`config.mk`:
```
export PLATFORM = sky130hd
export DESIGN_NAME = serial_cfg_port
export DESIGN_NICKNAME = d
export VERILOG_FILES = /design/src/rtl/serial_cfg_pkg.sv /design/src/rtl/serial_cfg_sync.sv /design/src/rtl/serial_cfg_shifter.sv /design/src/rtl/serial_cfg_regs.sv /design/src/rtl/serial_cfg_port.sv
export SDC_FILE = /design/constraint.sdc
export NUM_CORES = 1
export LEC_CHECK = 0
export BUFFER_PORTS_ARGS = -buffer_cell sky130_fd_sc_hd__buf_4
export CAP_MARGIN = 30
export CORE_ASPECT_RATIO = 2
export CORE_MARGIN = 2
export CORE_UTILIZATION = 25
export CTS_CLUSTER_DIAMETER = 120
export DETAILED_ROUTE_END_ITERATION = 8
export PLACE_DENSITY_LB_ADDON = 0.1
export SYNTH_ARGS = -nofsm -noshare
export SYNTH_HDL_FRONTEND = slang
export SYNTH_HIERARCHICAL = 1
export SYNTH_SLANG_ARGS = --single-unit
```
`constraint.sdc`:
```
create_clock -name clk -period 2.6 [get_ports clk]
set_clock_uncertainty 0.2 [all_clocks]
set_input_delay 0.26 -clock clk [delete_from_list [all_inputs] [get_ports clk]]
set_output_delay 0.26 -clock clk [all_outputs]
set_load 0.02 [all_outputs]
```
`src/rtl/serial_cfg_pkg.sv`:
```
package serial_cfg_pkg;
  localparam int CFG_DATA_W = 14;
  localparam int CFG_ADDR_W = 4;

  localparam logic [CFG_ADDR_W-1:0] ADR_TEST  = 4'b0000;
  localparam logic [CFG_ADDR_W-1:0] ADR_MODE  = 4'b0001;
  localparam logic [CFG_ADDR_W-1:0] ADR_TRIM  = 4'b0010;
  localparam logic [CFG_ADDR_W-1:0] ADR_GAIN  = 4'b0011;
  localparam logic [CFG_ADDR_W-1:0] ADR_RFDIV = 4'b0100;
  localparam logic [CFG_ADDR_W-1:0] ADR_IFDIV = 4'b0110;

  typedef struct packed {
    logic band_hi;
    logic ifvco_on;
    logic rf_sect_on;
    logic syn;
    logic rx;
    logic tx;
  } mode_t;

  typedef struct packed {
    logic [4:0] q_mag;
    logic       q_pos;
    logic [4:0] i_mag;
    logic       i_pos;
  } trim_t;
endpackage

```
`src/rtl/serial_cfg_sync.sv`:
```
module serial_cfg_sync #(
  parameter int W = 3,
  parameter int STAGES = 2,
  parameter logic [W-1:0] RST_VAL = '0
) (
  input  logic         clk,
  input  logic         rst_n,
  input  logic [W-1:0] async_in,
  output logic [W-1:0] sync_out
);
  logic [W-1:0] stg [STAGES];

  always_ff @(posedge clk or negedge rst_n) begin
    if (!rst_n) begin
      for (int k = 0; k < STAGES; k++) stg[k] <= RST_VAL;
    end else begin
      stg[0] <= async_in;
      for (int k = 1; k < STAGES; k++) stg[k] <= stg[k-1];
    end
  end

  assign sync_out = stg[STAGES-1];
endmodule

```
`src/rtl/serial_cfg_shifter.sv`:
```
module serial_cfg_shifter #(
  parameter int FRAME_W = 18
) (
  input  logic               clk,
  input  logic               rst_n,
  input  logic               s_clk,
  input  logic               s_en_n,
  input  logic               s_dat,
  output logic [FRAME_W-1:0] frame_q,
  output logic               en_rise
);
  logic clk_prev, en_prev, shift_ev;

  always_ff @(posedge clk or negedge rst_n) begin
    if (!rst_n) begin
      clk_prev <= 1'b0;
      en_prev  <= 1'b1;
    end else begin
      clk_prev <= s_clk;
      en_prev  <= s_en_n;
    end
  end

  assign shift_ev = s_clk && !clk_prev && !s_en_n;
  assign en_rise  = s_en_n && !en_prev;

  always_ff @(posedge clk or negedge rst_n) begin
    if (!rst_n) frame_q <= '0;
    else if (shift_ev) frame_q <= {frame_q[FRAME_W-2:0], s_dat};
  end

  // nothing shifts while enable is inactive
  a_r2_idle_hold: assert property (@(posedge clk) disable iff (!rst_n)
    s_en_n |=> $stable(frame_q));
  // a new bit enters at the tail of the frame
  a_r3_tail_entry: assert property (@(posedge clk) disable iff (!rst_n)
    shift_ev |=> frame_q[0] == $past(s_dat));
endmodule

```
`src/rtl/serial_cfg_regs.sv`:
```
module serial_cfg_regs
  import serial_cfg_pkg::*;
#(
  parameter int DATA_W = CFG_DATA_W,
  parameter int ADDR_W = CFG_ADDR_W,
  parameter int IFDIV_W = 8,
  parameter int AGC_W = 6
) (
  input  logic                      clk,
  input  logic                      rst_n,
  input  logic                      commit,
  input  logic [DATA_W+ADDR_W-1:0]  frame,
  output logic                      commit_q,
  output logic [IFDIV_W-1:0]        if_div,
  output logic [DATA_W-1:0]         rf_div,
  output logic                      lna_on,
  output logic [AGC_W-1:0]          agc_code,
  output trim_t                     trim,
  output mode_t                     mode
);
  localparam int FRAME_W = DATA_W + ADDR_W;

  logic [ADDR_W-1:0] addr;
  logic [DATA_W-1:0] data;
  assign addr = frame[ADDR_W-1:0];
  assign data = frame[FRAME_W-1:ADDR_W];

  always_ff @(posedge clk or negedge rst_n) begin
    if (!rst_n) begin
      commit_q <= 1'b0;
      if_div   <= '0;
      rf_div   <= '0;
      lna_on   <= 1'b0;
      agc_code <= '0;
      trim     <= '0;
      mode     <= '0;
    end else begin
      commit_q <= commit;
      if (commit) begin
        unique case (addr)
          ADR_IFDIV: if_div <= data[IFDIV_W-1:0];
          ADR_RFDIV: rf_div <= data;
          ADR_GAIN: begin
            lna_on   <= data[7];
            agc_code <= data[AGC_W-1:0];
          end
          ADR_TRIM: trim <= trim_t'(data[11:0]);
          ADR_MODE: mode <= '{band_hi: data[8], ifvco_on: data[7],
                              rf_sect_on: data[4], syn: data[2],
                              rx: data[1], tx: data[0]};
          default: ;
        endcase
      end
    end
  end

  logic [IFDIV_W+DATA_W+AGC_W+1+$bits(trim_t)+$bits(mode_t)-1:0] all_fields;
  assign all_fields = {if_div, rf_div, lna_on, agc_code, trim, mode};

  // commit strobe lasts one cycle
  a_r5_single_pulse: assert property (@(posedge clk) disable iff (!rst_n)
    commit_q |=> !commit_q);
  // reserved test address leaves every field untouched
  a_r11_test_quiet: assert property (@(posedge clk) disable iff (!rst_n)
    (commit && addr == ADR_TEST) |=> $stable(all_fields));
  // fields move only on a commit
  a_r12_no_stray_write: assert property (@(posedge clk) disable iff (!rst_n)
    !commit |=> $stable(all_fields));
endmodule

```
`src/rtl/serial_cfg_port.sv`:
```
module serial_cfg_port
  import serial_cfg_pkg::*;
#(
  parameter int DATA_W = CFG_DATA_W,
  parameter int ADDR_W = CFG_ADDR_W,
  parameter int SYNC_STAGES = 2
) (
  input  logic        clk,
  input  logic        rst_n,
  input  logic        ser_data,
  input  logic        ser_clk,
  input  logic        ser_en_n,
  output logic        cfg_commit,
  output logic [7:0]  if_div,
  output logic [13:0] rf_div,
  output logic        lna_on,
  output logic [5:0]  agc_code,
  output logic [4:0]  q_trim,
  output logic        q_pos,
  output logic [4:0]  i_trim,
  output logic        i_pos,
  output logic        band_hi,
  output logic        ifvco_on,
  output logic        rf_sect_on,
  output logic        sw_syn,
  output logic        sw_rx,
  output logic        sw_tx
);
  localparam int FRAME_W = DATA_W + ADDR_W;

  logic [2:0] pins_s;
  logic [FRAME_W-1:0] frame;
  logic en_rise;
  trim_t trim;
  mode_t mode;

  serial_cfg_sync #(.W(3), .STAGES(SYNC_STAGES), .RST_VAL(3'b100)) u_sync (
    .clk(clk), .rst_n(rst_n),
    .async_in({ser_en_n, ser_clk, ser_data}),
    .sync_out(pins_s)
  );

  serial_cfg_shifter #(.FRAME_W(FRAME_W)) u_shift (
    .clk(clk), .rst_n(rst_n),
    .s_clk(pins_s[1]), .s_en_n(pins_s[2]), .s_dat(pins_s[0]),
    .frame_q(frame), .en_rise(en_rise)
  );

  serial_cfg_regs #(.DATA_W(DATA_W), .ADDR_W(ADDR_W), .IFDIV_W(8), .AGC_W(6)) u_regs (
    .clk(clk), .rst_n(rst_n),
    .commit(en_rise), .frame(frame),
    .commit_q(cfg_commit),
    .if_div(if_div), .rf_div(rf_div),
    .lna_on(lna_on), .agc_code(agc_code),
    .trim(trim), .mode(mode)
  );

  assign q_trim     = trim.q_mag;
  assign q_pos      = trim.q_pos;
  assign i_trim     = trim.i_mag;
  assign i_pos      = trim.i_pos;
  assign band_hi    = mode.band_hi;
  assign ifvco_on   = mode.ifvco_on;
  assign rf_sect_on = mode.rf_sect_on;
  assign sw_syn     = mode.syn;
  assign sw_rx      = mode.rx;
  assign sw_tx      = mode.tx;
endmodule

```
Word level (Yosys, flattened, before mapping)

Index checks and enable logic that the tools add are counted.

Register bits: 74
Latch bits: 0
Bits in writable memories: 0
ROM bits: 0
Logic and storage cells: 36
Memories kept: 0

$add $sub $neg: 0
$mul: 0
Divide/modulo/power cells: 0
Magnitude comparators: 0
Equality and inequality tests: 5
Shifts and indexed selects: 0
Mux-type cells: 0
Bitwise gates (word level): 0
Reductions and logical operators: 11

Operators with widths:

| operator           | number |
|---|---|
| $reduce_and 2->1   | 5 |
| $eq 4x2->1 const B | 2 |
| $eq 4x3->1 const B | 2 |
| $eq 4x1->1 const B | 1 |
| $logic_and 1x1->1  | 3 |
| $logic_not 1->1    | 3 |

Depth between registers and ports, before layout

Depth in word-level cells: 3
Mapped depth: 7
Mapped depth without buffers: 4

Modules after synthesis

Netlist, hierarchy kept.

Modules (own cells, without submodules):

| module             | times used | cells each | area an instance (um2) | sequential area each (um2) |
|---|---|---|---|---|
| serial_cfg_regs    | 1          | 105        | 1848.0                 | 1201.2 |
| serial_cfg_shifter | 1          | 42         | 792.0                  | 501.7 |
| serial_cfg_sync    | 1          | 9          | 175.2                  | 152.6 |

Least setup slack after synthesis

Ideal clock, no wire load.

Kind: register -> register
Start point: register u_sync.stg (netlist bit u_sync/sync_out[2])
End point: register u_regs.rf_div[0]
Arrival: 1690 ps
Required time: 2275 ps
Setup slack: 585 ps
Stages on the path, launching flop included: 8
Path buffers: 3
Clock period less this slack: 2015 ps
Cell sequence: dfstp_2 buf_4 nor2b_1 and4bb_1 nor2b_1 buf_2 buf_6 mux2_4

Cells in the longest elaborated chain, start to end: 2

Ends and longest elaborated chain:

| what                              | line                     | source |
|---|---|---|
| from (decl)                       | serial_cfg_sync.sv:11    | `logic [W-1:0] stg [STAGES];` |
| $logic_and 1x1->1                 | serial_cfg_shifter.sv:25 | `assign en_rise = s_en_n && !en_prev;` |
| net en_rise                       | serial_cfg_port.sv:33    | `logic en_rise;` |
| $reduce_and 2->1 (no source line) | n/a                      |  |
| to (signal assigned)              | serial_cfg_regs.sv:42    | `ADR_RFDIV: rf_div <= data;` |
| to (decl)                         | serial_cfg_regs.sv:15    | `output logic [DATA_W-1:0] rf_div,` |

The timed path passes the listed nets, and every way through them passes these cells.
A chain may end at the register's enable or synchronous reset.

Worst setup path in the final report

Start point: register u_sync.stg (netlist bit u_sync/sync_out[2])
End point: register u_regs/trim[7] (netlist name)

Cells in the longest elaborated chain, start to end: 2

Ends and longest elaborated chain:

| what                              | line |
|---|---|
| $logic_and 1x1->1                 | serial_cfg_shifter.sv:25 |
| net en_rise                       | serial_cfg_port.sv:33 |
| $reduce_and 2->1 (no source line) | n/a |

The timed path passes the listed nets, and every way through them passes these cells.

==> impl_metrics.toml <==
[outcome]
status = "complete, no violations"

[grt]
grt_pass1_wl_mm = 9.79
antenna_found_initial = 0
grt_max_degree = 48
grt_pass1_vias = 1698
globalRoute.totalOverflow = 0
grt_usage = 0.109

[power]
peakVddDrop_mv = 0.357
seq_power_share = 0.442
internal-power_mw = 2.47
p_per_area_nw_per_um2 = 897
p_clk_frac = 0.396
combPwrFrac = 0.161
p_leak_nw = 1.89
swShare = 0.258
p_sw_mw = 0.858
total_power_mw = 3.33

[timing]
max_slew_margin = 0.683
hold_viol_final = 0
rsz0062_at_grt = "false"
fin_crit_ns = 2.09
period_share = 0.804
setup_viol = 0
max_freq_mhz = 479
tightest_slew_ns = 0.474
fin_ws_ns = 0.510
fin_tns_setup_ns = 0
drv_slew = 0

[min_path]
hold_class = "reg -> reg"
holdPathStages = 0

[critical_path]
required_ns = 2.61
path_class = "reg -> reg"
endpoint_kind = "register"
crit_fanout = 12
crit_chain = "nor2b_1 > nor3b_2 > and3b_1 > buf_4 > mux2_1"
crit_slowest_cell = "dfstp_2"
start_kind = "register"
slowest_delay_ns = 0.56
r2r_setup_slack_ns = 0.51
cp.arrival_ns = 2.10
ff2ff_path_depth = 5

[job]
maxCapViolations = 0

[placed_design]
hpwl_mm = 4.02
gp_congestion = 0.663
port_buffers = 52
pre_cts_ws_ns = 0.494
dp_cells = 344

[clocking]
cts_resized = 0
clock_latency_ns = 0.33
clk_path_buf_depth = 2
cts_setup_buffers = 0
cts_tree = "yes"
htreeDepth = 3
cts_hold_buf = 4
root_buffer = "clkbuf_16"
cts_sinks = 74
cts_made_buffers = 9
clkTransAtPathRegs_ns = 0.06

[floorplanning]
dieHeight_um = 154
die_area_um2 = 12200
rows = 54
ioPinCount = 53
dieWidth_um = 79.0
start_util = 0.257
coreArea_um2 = 10900

[logic_synthesis]
synth.top_cell.area_share = 0.631
synth_area_leaders = "dfrtp_1, mux2_2, mux2_4"
ys_seq_area_frac = 0.659
syn_avg_cell_area_um2 = 18.0
synth_cells = 156
yosysUniqueCellTypes = 16
yosysWarnings = 6
synth_edf_count = 0
synth.most_common_cell = "dfrtp_1"
synth_area_um2 = 2820
yosysTopAreaCell = "dfrtp_1"
ys_seq_elements = 74
syn_nets = 161
ys.flop_type = "dfrtp_1"
ys_top_cells_by_count = "dfrtp_1, mux2_2, mux2_4"
async_flop_share = 1.00

[cells_and_area]
final_nets = 224
syn_to_final_growth_pct = 32.0
antenna_cells = 0
layout-drive-gt1-share = 0.585
instances_no_fill = 364
fillers = 1124

[routing]
finalWirelength_mm = 5.99
post_drt_via_cell_ratio = 4.14
drcViolationCount = 0
drtIter0Drc = 59
via_count = 1508
first_pass_iters = 3
wl_per_cell_um = 16.5
detail-route-antenna-nets = 0
[worst paths after layout]
kind                                    startpoint                 end
worst max-delay path            u_sync/sync_out[2]      u_regs/trim[7]
max in group asynchronous                    rst_n      u_regs/trim[7]
min in group asynchronous                    rst_n    u_regs/if_div[1]
worst min-delay path                 u_sync/stg[3]  u_sync/sync_out[0]
worst max register to register  u_sync/sync_out[2]      u_regs/trim[7]
worst min register to register       u_sync/stg[3]  u_sync/sync_out[0]
[critical path: cells and delay by family (launching register included)]
family,cells,cell delay (ns)
AND/OR/NAND/NOR,3,0.62
flip-flops,1,0.56
multiplexers,1,0.35
buffers and inverters,1,0.23
[flip-flops by register name, summed over array words and instances (netlist names)]
register          cells
u_regs/mode           6
u_regs/lna_on         1
u_regs/trim          12
u_shift/en_prev       1
u_regs/if_div         8
u_regs/rf_div        14
u_sync/stg            3
u_regs/commit_q       1
u_sync/sync_out       3
u_regs/agc_code       6
u_shift/clk_prev      1
u_shift/frame_q      18
[kinds of logic (layout without fill, tap and decap cells)]
logic type	Yosys count	in the layout	synth area share
mux	65	65	0.287
flops	74	74	0.659
buf+inv	8	76	0.0276
simple gates	9	9	0.0267
[cells in the final DEF, fill, tap and decap left out, drive strengths merged]
| master | instances |
|---|---|
| dfstp | 3 |
| buf | 56 |
| and3b | 1 |
| clkbuf | 11 |
| clkinv | 2 |
| mux2 | 65 |
| nor2b | 2 |
| nand3 | 1 |
| nor3b | 2 |
| dlygate4sd3 | 4 |
| and4bb | 1 |
| bufinv | 2 |
| nand2 | 1 |
| clkinvlp | 1 |
| nand3b | 1 |
| dfrtp | 71 |
[through the flow]
stage | cell area [um^2] | hold slack, ns | util
detailed placement | 3350 | 0.0162 | 0.306
global placement | 3350 | 0.0152 | 0.306
finish | 3710 | 0.148 | 0.339
global route | 3710 | 0.164 | 0.339
CTS | 3710 | 0.151 | 0.339
floorplan | 2820 | -0.236 | -
[layout make-up]
| type | instances | area [um^2] | share of cell area |
|---|---|---|---|
| clock inverters | 5 | 77.6 | 0.0209 |
| repair buffers | 60 | 473 | 0.127 |
| flip-flops and latches | 74 | 1860 | 0.499 |
| multi-input cells | 74 | 891 | 0.240 |
| clock buffers | 11 | 243 | 0.0653 |
| well taps | 140 | 175 | 0.0472 |
[routing by layer]
layer	global-route usage	vias to the layer above	routed length, um
met1	0.133	787	2480
met3	0.0329	11	243
met5	0	-	0
li1	-	672	-
met4	0.0517	0	123
met2	0.175	38	3140
[power groups by stage]
stage	clock network (mW)	registers [mW]	logic, mW
finish	1.32	1.47	0.538
global route	1.43	1.51	0.573
CTS	1.37	1.49	0.549
detailed placement	0	1.51	0.544
global placement	0	1.51	0.538
floorplan	0	1.55	0.230
Power figures use the tool's default switching activity.
